--- src/rtl/npc_pkg.sv ---
package npc_pkg;

    typedef enum logic [3:0] {
        FC_SEQ   = 4'd0,
        FC_RJMP  = 4'd1,
        FC_IJMP  = 4'd2,
        FC_RCALL = 4'd3,
        FC_ICALL = 4'd4,
        FC_RET   = 4'd5,
        FC_RETI  = 4'd6,
        FC_BSET  = 4'd7,
        FC_BCLR  = 4'd8,
        FC_SKIP  = 4'd9
    } flow_class_e;

    typedef enum logic [1:0] {
        TGT_STEP,
        TGT_REL,
        TGT_ZPTR,
        TGT_STACK
    } tgt_sel_e;

    typedef struct packed {
        logic       redirect;
        logic [2:0] cycles;
        logic       set_ie;
    } flow_res_t;

    localparam int SB_NEG  = 2;
    localparam int SB_OVF  = 3;
    localparam int SB_SIGN = 4;
    localparam int SREG_W  = 8;

    localparam logic [2:0] CYC_SEQ  = 3'd1;
    localparam logic [2:0] CYC_JMP  = 3'd2;
    localparam logic [2:0] CYC_CALL = 3'd3;
    localparam logic [2:0] CYC_RET  = 3'd4;

    function automatic flow_class_e decode_class(input logic [3:0] raw);
        if (raw > 4'd9)
            return FC_SEQ;
        return flow_class_e'(raw);
    endfunction

endpackage

--- src/rtl/npc_cond_eval.sv ---
module npc_cond_eval
    import npc_pkg::*;
(
    input  flow_class_e        cls,
    input  logic [2:0]         bit_sel,
    input  logic [SREG_W-1:0]  sreg,
    input  logic               skip_cond,
    output logic               taken
);

    logic [SREG_W-1:0] eff_bits;
    logic              stored_sign_unused;

    assign stored_sign_unused = sreg[SB_SIGN];

    for (genvar i = 0; i < SREG_W; i++) begin : g_eff
        if (i == SB_SIGN) begin : g_signed
            assign eff_bits[i] = sreg[SB_NEG] ^ sreg[SB_OVF];
        end else begin : g_plain
            assign eff_bits[i] = sreg[i];
        end
    end

    always_comb begin
        case (cls)
            FC_BSET: taken = eff_bits[bit_sel];
            FC_BCLR: taken = ~eff_bits[bit_sel];
            FC_SKIP: taken = skip_cond;
            default: taken = 1'b0;
        endcase
    end

endmodule

--- src/rtl/npc_flow_ctl.sv ---
module npc_flow_ctl
    import npc_pkg::*;
(
    input  flow_class_e cls,
    input  logic        taken,
    input  logic        next_long,
    output tgt_sel_e    sel,
    output logic [1:0]  step,
    output flow_res_t   res
);

    always_comb begin
        sel  = TGT_STEP;
        step = 2'd1;
        res  = '{redirect: 1'b0, cycles: CYC_SEQ, set_ie: 1'b0};
        case (cls)
            FC_RJMP: begin
                sel = TGT_REL;
                res = '{redirect: 1'b1, cycles: CYC_JMP, set_ie: 1'b0};
            end
            FC_IJMP: begin
                sel = TGT_ZPTR;
                res = '{redirect: 1'b1, cycles: CYC_JMP, set_ie: 1'b0};
            end
            FC_RCALL: begin
                sel = TGT_REL;
                res = '{redirect: 1'b1, cycles: CYC_CALL, set_ie: 1'b0};
            end
            FC_ICALL: begin
                sel = TGT_ZPTR;
                res = '{redirect: 1'b1, cycles: CYC_CALL, set_ie: 1'b0};
            end
            FC_RET: begin
                sel = TGT_STACK;
                res = '{redirect: 1'b1, cycles: CYC_RET, set_ie: 1'b0};
            end
            FC_RETI: begin
                sel = TGT_STACK;
                res = '{redirect: 1'b1, cycles: CYC_RET, set_ie: 1'b1};
            end
            FC_BSET, FC_BCLR: begin
                if (taken) begin
                    sel = TGT_REL;
                    res = '{redirect: 1'b1, cycles: CYC_JMP, set_ie: 1'b0};
                end
            end
            FC_SKIP: begin
                if (taken) begin
                    step = next_long ? 2'd3 : 2'd2;
                    res  = '{redirect: 1'b1,
                             cycles: next_long ? CYC_CALL : CYC_JMP,
                             set_ie: 1'b0};
                end
            end
            default: ;
        endcase
    end

endmodule

--- src/rtl/npc_target_calc.sv ---
module npc_target_calc
    import npc_pkg::*;
#(
    parameter int PC_W  = 11,
    parameter int OFS_W = 12,
    parameter int Z_W   = 16
) (
    input  logic [PC_W-1:0]  pc,
    input  logic [OFS_W-1:0] ofs,
    input  logic [Z_W-1:0]   zptr,
    input  logic [PC_W-1:0]  stack_pc,
    input  tgt_sel_e         sel,
    input  logic [1:0]       step,
    output logic [PC_W-1:0]  tgt,
    output logic [PC_W-1:0]  link
);

    localparam int SUM_W = PC_W + OFS_W;

    logic [SUM_W-1:0]       rel_sum;
    logic [SUM_W-PC_W-1:0]  rel_hi_unused;
    logic [PC_W-1:0]        rel_tgt;
    logic [PC_W-1:0]        z_tgt;
    logic [PC_W-1:0]        step_tgt;

    assign rel_sum       = SUM_W'(pc) + {{PC_W{ofs[OFS_W-1]}}, ofs} + SUM_W'(1);
    assign rel_hi_unused = rel_sum[SUM_W-1:PC_W];
    assign rel_tgt       = rel_sum[PC_W-1:0];

    if (Z_W >= PC_W) begin : g_ztrunc
        assign z_tgt = zptr[PC_W-1:0];
        if (Z_W > PC_W) begin : g_zhi
            logic [Z_W-PC_W-1:0] zhi_unused;
            assign zhi_unused = zptr[Z_W-1:PC_W];
        end
    end else begin : g_zext
        assign z_tgt = PC_W'(zptr);
    end

    assign step_tgt = pc + PC_W'(step);
    assign link     = pc + PC_W'(1);

    always_comb begin
        case (sel)
            TGT_REL:   tgt = rel_tgt;
            TGT_ZPTR:  tgt = z_tgt;
            TGT_STACK: tgt = stack_pc;
            default:   tgt = step_tgt;
        endcase
    end

endmodule

--- src/rtl/npc_unit.sv ---
module npc_unit
    import npc_pkg::*;
#(
    parameter int PC_W  = 11,
    parameter int OFS_W = 12,
    parameter int Z_W   = 16
) (
    input  logic              clk,
    input  logic              rst,
    input  logic              ins_valid,
    input  logic [3:0]        ins_class,
    input  logic [PC_W-1:0]   pc_now,
    input  logic [OFS_W-1:0]  rel_ofs,
    input  logic [2:0]        bit_sel,
    input  logic [7:0]        sreg,
    input  logic [Z_W-1:0]    zptr,
    input  logic              skip_cond,
    input  logic              next_is_long,
    input  logic [PC_W-1:0]   stack_pc,
    output logic              out_valid,
    output logic [PC_W-1:0]   pc_next,
    output logic              redirect,
    output logic [2:0]        cyc_count,
    output logic [PC_W-1:0]   ret_addr,
    output logic              set_ie
);

    flow_class_e      cls;
    logic             taken;
    tgt_sel_e         sel;
    logic [1:0]       step;
    flow_res_t        res;
    logic [PC_W-1:0]  tgt;
    logic [PC_W-1:0]  link;

    assign cls = decode_class(ins_class);

    npc_cond_eval i_cond (
        .cls       (cls),
        .bit_sel   (bit_sel),
        .sreg      (sreg),
        .skip_cond (skip_cond),
        .taken     (taken)
    );

    npc_flow_ctl i_ctl (
        .cls       (cls),
        .taken     (taken),
        .next_long (next_is_long),
        .sel       (sel),
        .step      (step),
        .res       (res)
    );

    npc_target_calc #(
        .PC_W  (PC_W),
        .OFS_W (OFS_W),
        .Z_W   (Z_W)
    ) i_tgt (
        .pc       (pc_now),
        .ofs      (rel_ofs),
        .zptr     (zptr),
        .stack_pc (stack_pc),
        .sel      (sel),
        .step     (step),
        .tgt      (tgt),
        .link     (link)
    );

    always_ff @(posedge clk) begin
        if (rst) begin
            out_valid <= 1'b0;
            pc_next   <= '0;
            redirect  <= 1'b0;
            cyc_count <= '0;
            ret_addr  <= '0;
            set_ie    <= 1'b0;
        end else if (ins_valid) begin
            out_valid <= 1'b1;
            pc_next   <= tgt;
            redirect  <= res.redirect;
            cyc_count <= res.cycles;
            ret_addr  <= link;
            set_ie    <= res.set_ie;
        end else begin
            out_valid <= 1'b0;
            redirect  <= 1'b0;
            set_ie    <= 1'b0;
        end
    end

    AST_VALID_LATENCY: assert property (@(posedge clk) disable iff (rst)
        ins_valid |=> out_valid);

    AST_IDLE_HOLD: assert property (@(posedge clk) disable iff (rst)
        !ins_valid |=> (!out_valid && !set_ie && !redirect && $stable(pc_next)));

    AST_RETI_PAIR: assert property (@(posedge clk) disable iff (rst)
        (ins_valid && ins_class == 4'd6) |=>
            (set_ie && redirect && pc_next == $past(stack_pc) && cyc_count == 3'd4));

    AST_IE_ONLY_RETI: assert property (@(posedge clk) disable iff (rst)
        (ins_valid && ins_class != 4'd6) |=> !set_ie);

    AST_CALL_LINK: assert property (@(posedge clk) disable iff (rst)
        (ins_valid && (ins_class == 4'd3 || ins_class == 4'd4)) |=>
            (ret_addr == $past(pc_now) + PC_W'(1) && cyc_count == 3'd3));

    AST_STRAIGHT_ONE: assert property (@(posedge clk) disable iff (rst)
        (out_valid && !redirect) |-> (cyc_count == 3'd1));

    AST_CYC_RANGE: assert property (@(posedge clk) disable iff (rst)
        out_valid |-> (cyc_count >= 3'd1 && cyc_count <= 3'd4));

    AST_SEQ_STEP: assert property (@(posedge clk) disable iff (rst)
        (ins_valid && (ins_class == 4'd0 || ins_class > 4'd9)) |=>
            (!redirect && pc_next == $past(pc_now) + PC_W'(1)));

endmodule

--- config.mk ---
export PLATFORM = sky130hd
export DESIGN_NAME = npc_unit
export DESIGN_NICKNAME = d
export VERILOG_FILES = /design/src/rtl/npc_pkg.sv /design/src/rtl/npc_cond_eval.sv /design/src/rtl/npc_flow_ctl.sv /design/src/rtl/npc_target_calc.sv /design/src/rtl/npc_unit.sv
export SDC_FILE = /design/constraint.sdc
export NUM_CORES = 1
export LEC_CHECK = 0
export BUFFER_PORTS_ARGS = -buffer_cell sky130_fd_sc_hd__buf_2
export CAP_MARGIN = 10
export CELL_PAD_IN_SITES_DETAIL_PLACEMENT = 0
export CELL_PAD_IN_SITES_GLOBAL_PLACEMENT = 1
export CORE_UTILIZATION = 31
export CTS_CLUSTER_SIZE = 30
export DETAILED_ROUTE_END_ITERATION = 10
export PLACE_DENSITY = 0.74
export SYNTH_ARGS = -nofsm -noshare
export SYNTH_HDL_FRONTEND = slang
export SYNTH_SLANG_ARGS = --single-unit
--- constraint.sdc ---
create_clock -name clk -period 2.7 [get_ports clk]
set_clock_uncertainty 0.2 [all_clocks]
set_input_delay 0.135 -clock clk [delete_from_list [all_inputs] [get_ports clk]]
set_output_delay 0.135 -clock clk [all_outputs]
set_load 0.05 [all_outputs]
==> impl_metrics.env, run 1 <==
export IMPL_cts_buffers_inserted=3
export IMPL_vias_per_cell=5.30
export IMPL_path_class="input pin to flop"
export IMPL_r2r_end="pc_next[2]"
export IMPL_worstPathMaxFanout=11
export IMPL_crit_path_end_kind="flop"
export IMPL_period_share_pct=95.5
export IMPL_die_h_um=91.7
export IMPL_pwr_share_seq_pct=35.7
export IMPL_initial_utilization_pct=32.1
export IMPL_boundaryPins=98
export IMPL_max_freq_mhz=388
export IMPL_grt_pass1_wl_mm=12.2
export IMPL_setup_tns_final_ns=0
export IMPL_period_needed_ns=2.58
export IMPL_yosys_area_top_type="dfxtp_1"
export IMPL_ant_nets=0
export IMPL_die_area_sq_um=8420
export IMPL_area_growth_pct=28.9
export IMPL_layoutNonFillerInstCount=515
export IMPL_synthesis_area_sq_um=2500
export IMPL_avgSynthCellArea_sq_um=7.75
export IMPL_diodes=0
export IMPL_crit_start="ins_class[2]"
export IMPL_cts_sinks=28
export IMPL_clkPwrFrac_pct=20.6
export IMPL_maxCapViolCount=0
export IMPL_power_switching_mw=0.514
export IMPL_die_x_um=91.7
export IMPL_rr_startpoint="pc_next[2]"
export IMPL_synthFlopType="dfxtp_1"
export IMPL_worst_ep_arrival_time_ns=2.60
export IMPL_drt_iter0_drc=225
export IMPL_cellPowerDensity_nw_per_um2=406
export IMPL_grt_usage_pct=18.0
export IMPL_post_route_drc_count=0
export IMPL_antenna_found_initial=0
export IMPL_maxSlewHeadroom_pct=55.8
export IMPL_grt_overflow_total=0
export IMPL_dr_pass1_iters=4
export IMPL_ctsLongestPathBuffers=2
export IMPL_worst_pin_slew_ns=0.660
export IMPL_rsz0062_at_grt="false"
export IMPL_htree_num_levels=1
export IMPL_p_leak_nw=1.40
export IMPL_synth_nets=407
export IMPL_dr_total_vias=2730
export IMPL_wirelength_mm=7.72
export IMPL_hold_class="input pin to flop"
export IMPL_min_delay_path_depth=3
export IMPL_hold_start="pc_now[8]"
export IMPL_portBuffers=90
export IMPL_final_nets=499
export IMPL_post_synth_top_count_cell="nor2_1"
export IMPL_setup_violations=0
export IMPL_internal_power_mw=0.792
export IMPL_yosys_warnings=0
export IMPL_start_kind="input pin"
export IMPL_gpl_final_weighted_congestion=0.813
export IMPL_ys_top_cells_by_count="nor2_1 (39), dfxtp_1 (28), o21ai_0 (19), nand2_1 (17), clkbuf_1 (16)"
export IMPL_clk_pin_slew_ns=0.10
export IMPL_hold_violations=1
export IMPL_cts_root_buf="clkbuf_8"
export IMPL_grt_pass1_vias=2434
export IMPL_core_area_sq_um=7770
export IMPL_wire_per_inst_um=15.0
export IMPL_cts_tree="done"
export IMPL_hold_path_end="ret_addr[8]"
export IMPL_synth_seq_cells=28
export IMPL_seq_area_frac_synth_pct=22.5
export IMPL_ys_types=62
export IMPL_dpl_cell_count=501
export IMPL_netlist_area_leader_share_pct=22.5
export IMPL_synthArstFlopShare_pct=0
export IMPL_worstPathRequired_ns=2.72
export IMPL_worstRegToRegCells=4
export IMPL_swShare_pct=39.3
export IMPL_combPwrFrac_pct=43.7
export IMPL_peakVddDrop_uv=162
export IMPL_synth_area_top_cells="dfxtp_1 (22%), ha_1 (6.5%), nor2_1 (5.9%)"
export IMPL_synth_edf_count=0
export IMPL_timing_reg2reg_setup_slack_ns=1.02
export IMPL_clock_latency_ns=0.27
export IMPL_violations="hold timing"
export IMPL_maxSlewViolCount=0
export IMPL_syn_inst=322
export IMPL_status="finished, violations left"
export IMPL_grt_max_degree=26
export IMPL_hold_slack_ns=-0.0000882
export IMPL_rows=32
export IMPL_hpwl_mm=6.13
export IMPL_drive_gt1_share_pct=27.8
-- final cells by class --
class,instances,area [sq um]
multi-input combinational,262,1820
timing repair buffer,107,613
sequential,28,561
tap,102,128
inverter,12,45.0
fill,839,4550
clock buffer,4,55.1
-- critical path, stage by stage --
cell	delay (ns)
buf_2	0.10
buf_4	0.16
or4b_1	0.57
a21oi_1	0.15
o21a_2	0.23
a211oi_4	0.09
buf_12	0.18
a311o_1	0.30
a31oi_1	0.13
dlygate4sd3_1	0.55
-- sequential cells by signal (all words and copies together) (netlist names) --
register   count
cyc_count      3
set_ie         1
ret_addr      11
out_valid      1
redirect       1
pc_next       11
-- cells by family (layout without fill, tap and decap cells) --
family                     count (synthesis)  in the layout  share of synthesized area [%]
and+or+nand+nor                          129            129                           27.8
AOI/OAI and AO/OA                         96             96                           28.1
buffers and inverters                     32            123                           5.11
DFF                                       28             28                           22.5
xor gates and xnor gates                  19             19                           6.67
adders and majority gates                 15             15                           8.12
muxes                                      3              3                           1.75
-- stage by stage --
stage          utilization (%)  setup slack (ns)  instance area [sq um]  hold slack (ns)  total power [mW]
2_1_floorplan                -             0.118                   2500           0.0346             0.865
3_3_place_gp              39.4             0.219                   3060            0.193              1.02
3_5_place_dp              39.4             0.149                   3060            0.197              1.03
4_1_cts                   41.2             0.134                   3200         0.000468              1.31
5_1_grt                   41.4            0.0192                   3220           0.0350              1.38
6_report                  41.4             0.121                   3220       -0.0000882              1.31
-- layout by cell type, fill, tap and decap left out, types with 3 or more instances in the layout --
master	n
xor2_1	9
a222oi_1	4
or3_1	8
nand4_1	5
inv_1	12
a311o_1	4
ha_1	13
a21boi_0	3
a311oi_1	7
dlygate4sd3_1	9
nor2b_1	8
nand3b_1	3
nand2_1	17
o31ai_1	3
o21a_1	5
nor3_1	7
dfxtp_1	28
nor2_1	39
and3_1	8
a31oi_1	4
nor4_1	3
clkbuf_8	4
o21ai_0	19
xnor2_1	10
a221oi_1	4
nand3_1	6
or4_1	3
a21oi_1	14
a211oi_1	8
buf_4	7
buf_2	90
nand2b_1	8
or2_2	3
-- worst max-delay path by stage --
stage	end	slack, ns	depth (start not counted)
finish	pc_next[2]	0.12	10
global route	pc_next[2]	0.02	10
CTS	pc_next[2]	0.13	9
detailed placement	pc_next[8]	0.15	11
global placement	pc_next[10]	0.22	11
floorplan	pc_next[10]	0.12	12
-- per-layer routing --
metal	GRT usage (%)	vias to the layer above	wire [um]
li1	-	1388	-
met1	25.7	1240	3710
met2	28.6	90	3470
met3	1.58	12	388
met4	5.21	0	157
met5	0	-	0
-- power groups by stage --
stage          registers [mW]  clock network, mW  logic (mW)
2_1_floorplan           0.587                  0       0.278
3_3_place_gp            0.475                  0       0.548
3_5_place_dp            0.476                  0       0.554
4_1_cts                 0.466              0.273       0.566
5_1_grt                 0.470              0.286       0.622
6_report                0.466              0.269       0.571
-- what timing repair did --
item / in CTS / in global routing
setup endpoints to repair: 0 / 1
endpoints found under the hold margin: 7 / 0
buffers inserted: 0 / 1
hold buffers: 9 / 0
resized for setup: 0 / 1
Power figures use the tool's default switching activity.
==> run 2, diff against run 1 <==
==> constraint.sdc (replaced) <==
create_clock -name clk -period 2.7 [get_ports clk]
set_clock_uncertainty 0.2 [all_clocks]
set_input_delay 0.405 -clock clk [delete_from_list [all_inputs] [get_ports clk]]
set_output_delay 0.405 -clock clk [all_outputs]
set_load 0.05 [all_outputs]
==> run 2 against run 1 <==
The flow now finishes without violations. Power grew 7.3%. Register-to-register slack gained 0.51 ns. Clock-buffer cell count shrank 1. Worst hold slack gained 0.18 ns. Sequential cell count is the same. Combinational power grew 4.0%. Critical path depth grew 2. Fmax grew 6.0%. Cell count grew 1.9%. First-iteration DRC count shrank 46%. Die area is the same. Non-clock buffer count grew 10. Largest power group unchanged.
==> impl_metrics.env, run 2 (same netlist as run 1, synthesis figures left out) <==
export IMPL_period_share_pct=90.1
export IMPL_setup_violations=0
export IMPL_start_kind="input pin"
export IMPL_p_leak_nw=1.46
export IMPL_drt_iter0_drc=122
export IMPL_rows=32
export IMPL_cts_buffers_inserted=3
export IMPL_worst_ep_arrival_time_ns=2.42
export IMPL_diodes=0
export IMPL_die_h_um=91.7
export IMPL_cts_resized=0
export IMPL_grt_pass1_vias=2605
export IMPL_layoutNonFillerInstCount=525
export IMPL_maxCapViolCount=0
export IMPL_rsz0062_at_grt="false"
export IMPL_vias_per_cell=5.30
export IMPL_worstPathRequired_ns=2.69
export IMPL_ctsLongestPathBuffers=2
export IMPL_place_ws_ns=-0.0439
export IMPL_grt_max_degree=25
export IMPL_ant_nets=0
export IMPL_wire_per_inst_um=15.1
export IMPL_final_cell_mix="buf_2 (90), nor2_1 (39), dfxtp_1 (28), buf_4 (26), o21ai_0 (19)"
export IMPL_core_area_sq_um=7770
export IMPL_dpl_cell_count=521
export IMPL_worstPathMaxFanout=4
export IMPL_setup_ws_ns=0.268
export IMPL_setup_tns_final_ns=0
export IMPL_cellPowerDensity_nw_per_um2=424
export IMPL_portBuffers=90
export IMPL_cts_tree="done"
export IMPL_area_growth_pct=32.3
export IMPL_ctsHoldBuffers=0
export IMPL_boundaryPins=98
export IMPL_htree_num_levels=1
export IMPL_hold_class="input pin to flop"
export IMPL_dr_pass1_iters=5
export IMPL_worst_pin_slew_ns=0.682
export IMPL_dr_total_vias=2785
export IMPL_reg_top3="pc_next (11), ret_addr (11), cyc_count (3)"
export IMPL_cts_setup_buffers=0
export IMPL_period_needed_ns=2.43
export IMPL_cts_root_buf="clkbuf_8"
export IMPL_maxSlewViolCount=0
export IMPL_initial_utilization_pct=32.1
export IMPL_hold_violations=0
export IMPL_grt_overflow_total=0
export IMPL_crit_path_end_kind="flop"
export IMPL_grt_pass1_wl_mm=13.0
export IMPL_hpwl_mm=6.40
export IMPL_grt_usage_pct=19.1
export IMPL_cts_sinks=28
export IMPL_mostFrequentLayoutCell="buf_2"
export IMPL_max_freq_mhz=411
export IMPL_die_x_um=91.7
export IMPL_power_mw=1.40
export IMPL_drive_gt1_share_pct=32.6
export IMPL_wirelength_mm=7.92
export IMPL_peakVddDrop_uv=210
export IMPL_gpl_final_weighted_congestion=0.857
export IMPL_clk_pin_slew_ns=0.11
export IMPL_antenna_found_initial=0
export IMPL_path_class="input pin to flop"
export IMPL_maxSlewHeadroom_pct=54.3
export IMPL_status="finished clean"
export IMPL_hold_slack_ns=0.181
export IMPL_post_route_drc_count=0
export IMPL_die_area_sq_um=8420
export IMPL_clock_latency_ns=0.28
export IMPL_final_nets=509
-- run 2: routing by layer --
metal | up-vias | global-route usage [%] | part of all wire (%) | routed length [um]
met5 | - | 0 | 0 | 0
li1 | 1407 | - | - | -
met3 | 2 | 2.65 | 6.0 | 476
met4 | 0 | 1.30 | 0.34 | 27
met1 | 1290 | 27.0 | 48 | 3780
met2 | 86 | 32.0 | 46 | 3630
-- run 2: cell type report --
cell class	count	area, sq um
Multi-Input combinational cell	262	1830
Inverter	12	45.0
Clock buffer	3	41.3
Clock inverter	1	30.0
Tap cell	102	128
Fill cell	832	4460
Sequential cell	28	561
Timing Repair Buffer	117	666
-- run 2: where the power goes --
part | total, mW | leakage (nW) | switching [mW] | internal [mW]
registers | 0.465 | 0.232 | 0.0193 | 0.446
logic | 0.594 | 1.19 | 0.361 | 0.233
clock network | 0.342 | 0.0357 | 0.143 | 0.199
total | 1.40 | 1.46 | 0.523 | 0.878
-- run 2: metrics by stage --
stage | util (%) | area [sq um]
2_1_floorplan | - | 2550
3_3_place_gp | 41.6 | 3230
3_5_place_dp | 41.6 | 3230
4_1_cts | 42.5 | 3300
5_1_grt | 42.5 | 3300
6_report | 42.5 | 3300
-- run 2: worst paths after layout --
kind                                   start     endpoint  slack (ns)  cells after the start
worst max register to register   pc_next[10]  pc_next[10]        1.53                      2
worst max-delay path            ins_class[3]  pc_next[10]        0.27                     12
worst min register to register    pc_next[0]   pc_next[0]        0.27                      2
worst min-delay path                 zptr[2]   pc_next[2]        0.18                      3
-- run 2: critical path, cell delays in order --
cell and delay, ns:
buf_2 0.10, nor2b_4 0.12, nand4b_1 0.11, or2_4 0.15, ha_4 0.13, inv_2 0.04
fa_2 0.37, nand3b_1 0.29, nor2_1 0.18, xnor2_1 0.07, and3_1 0.19, a2111oi_2 0.26
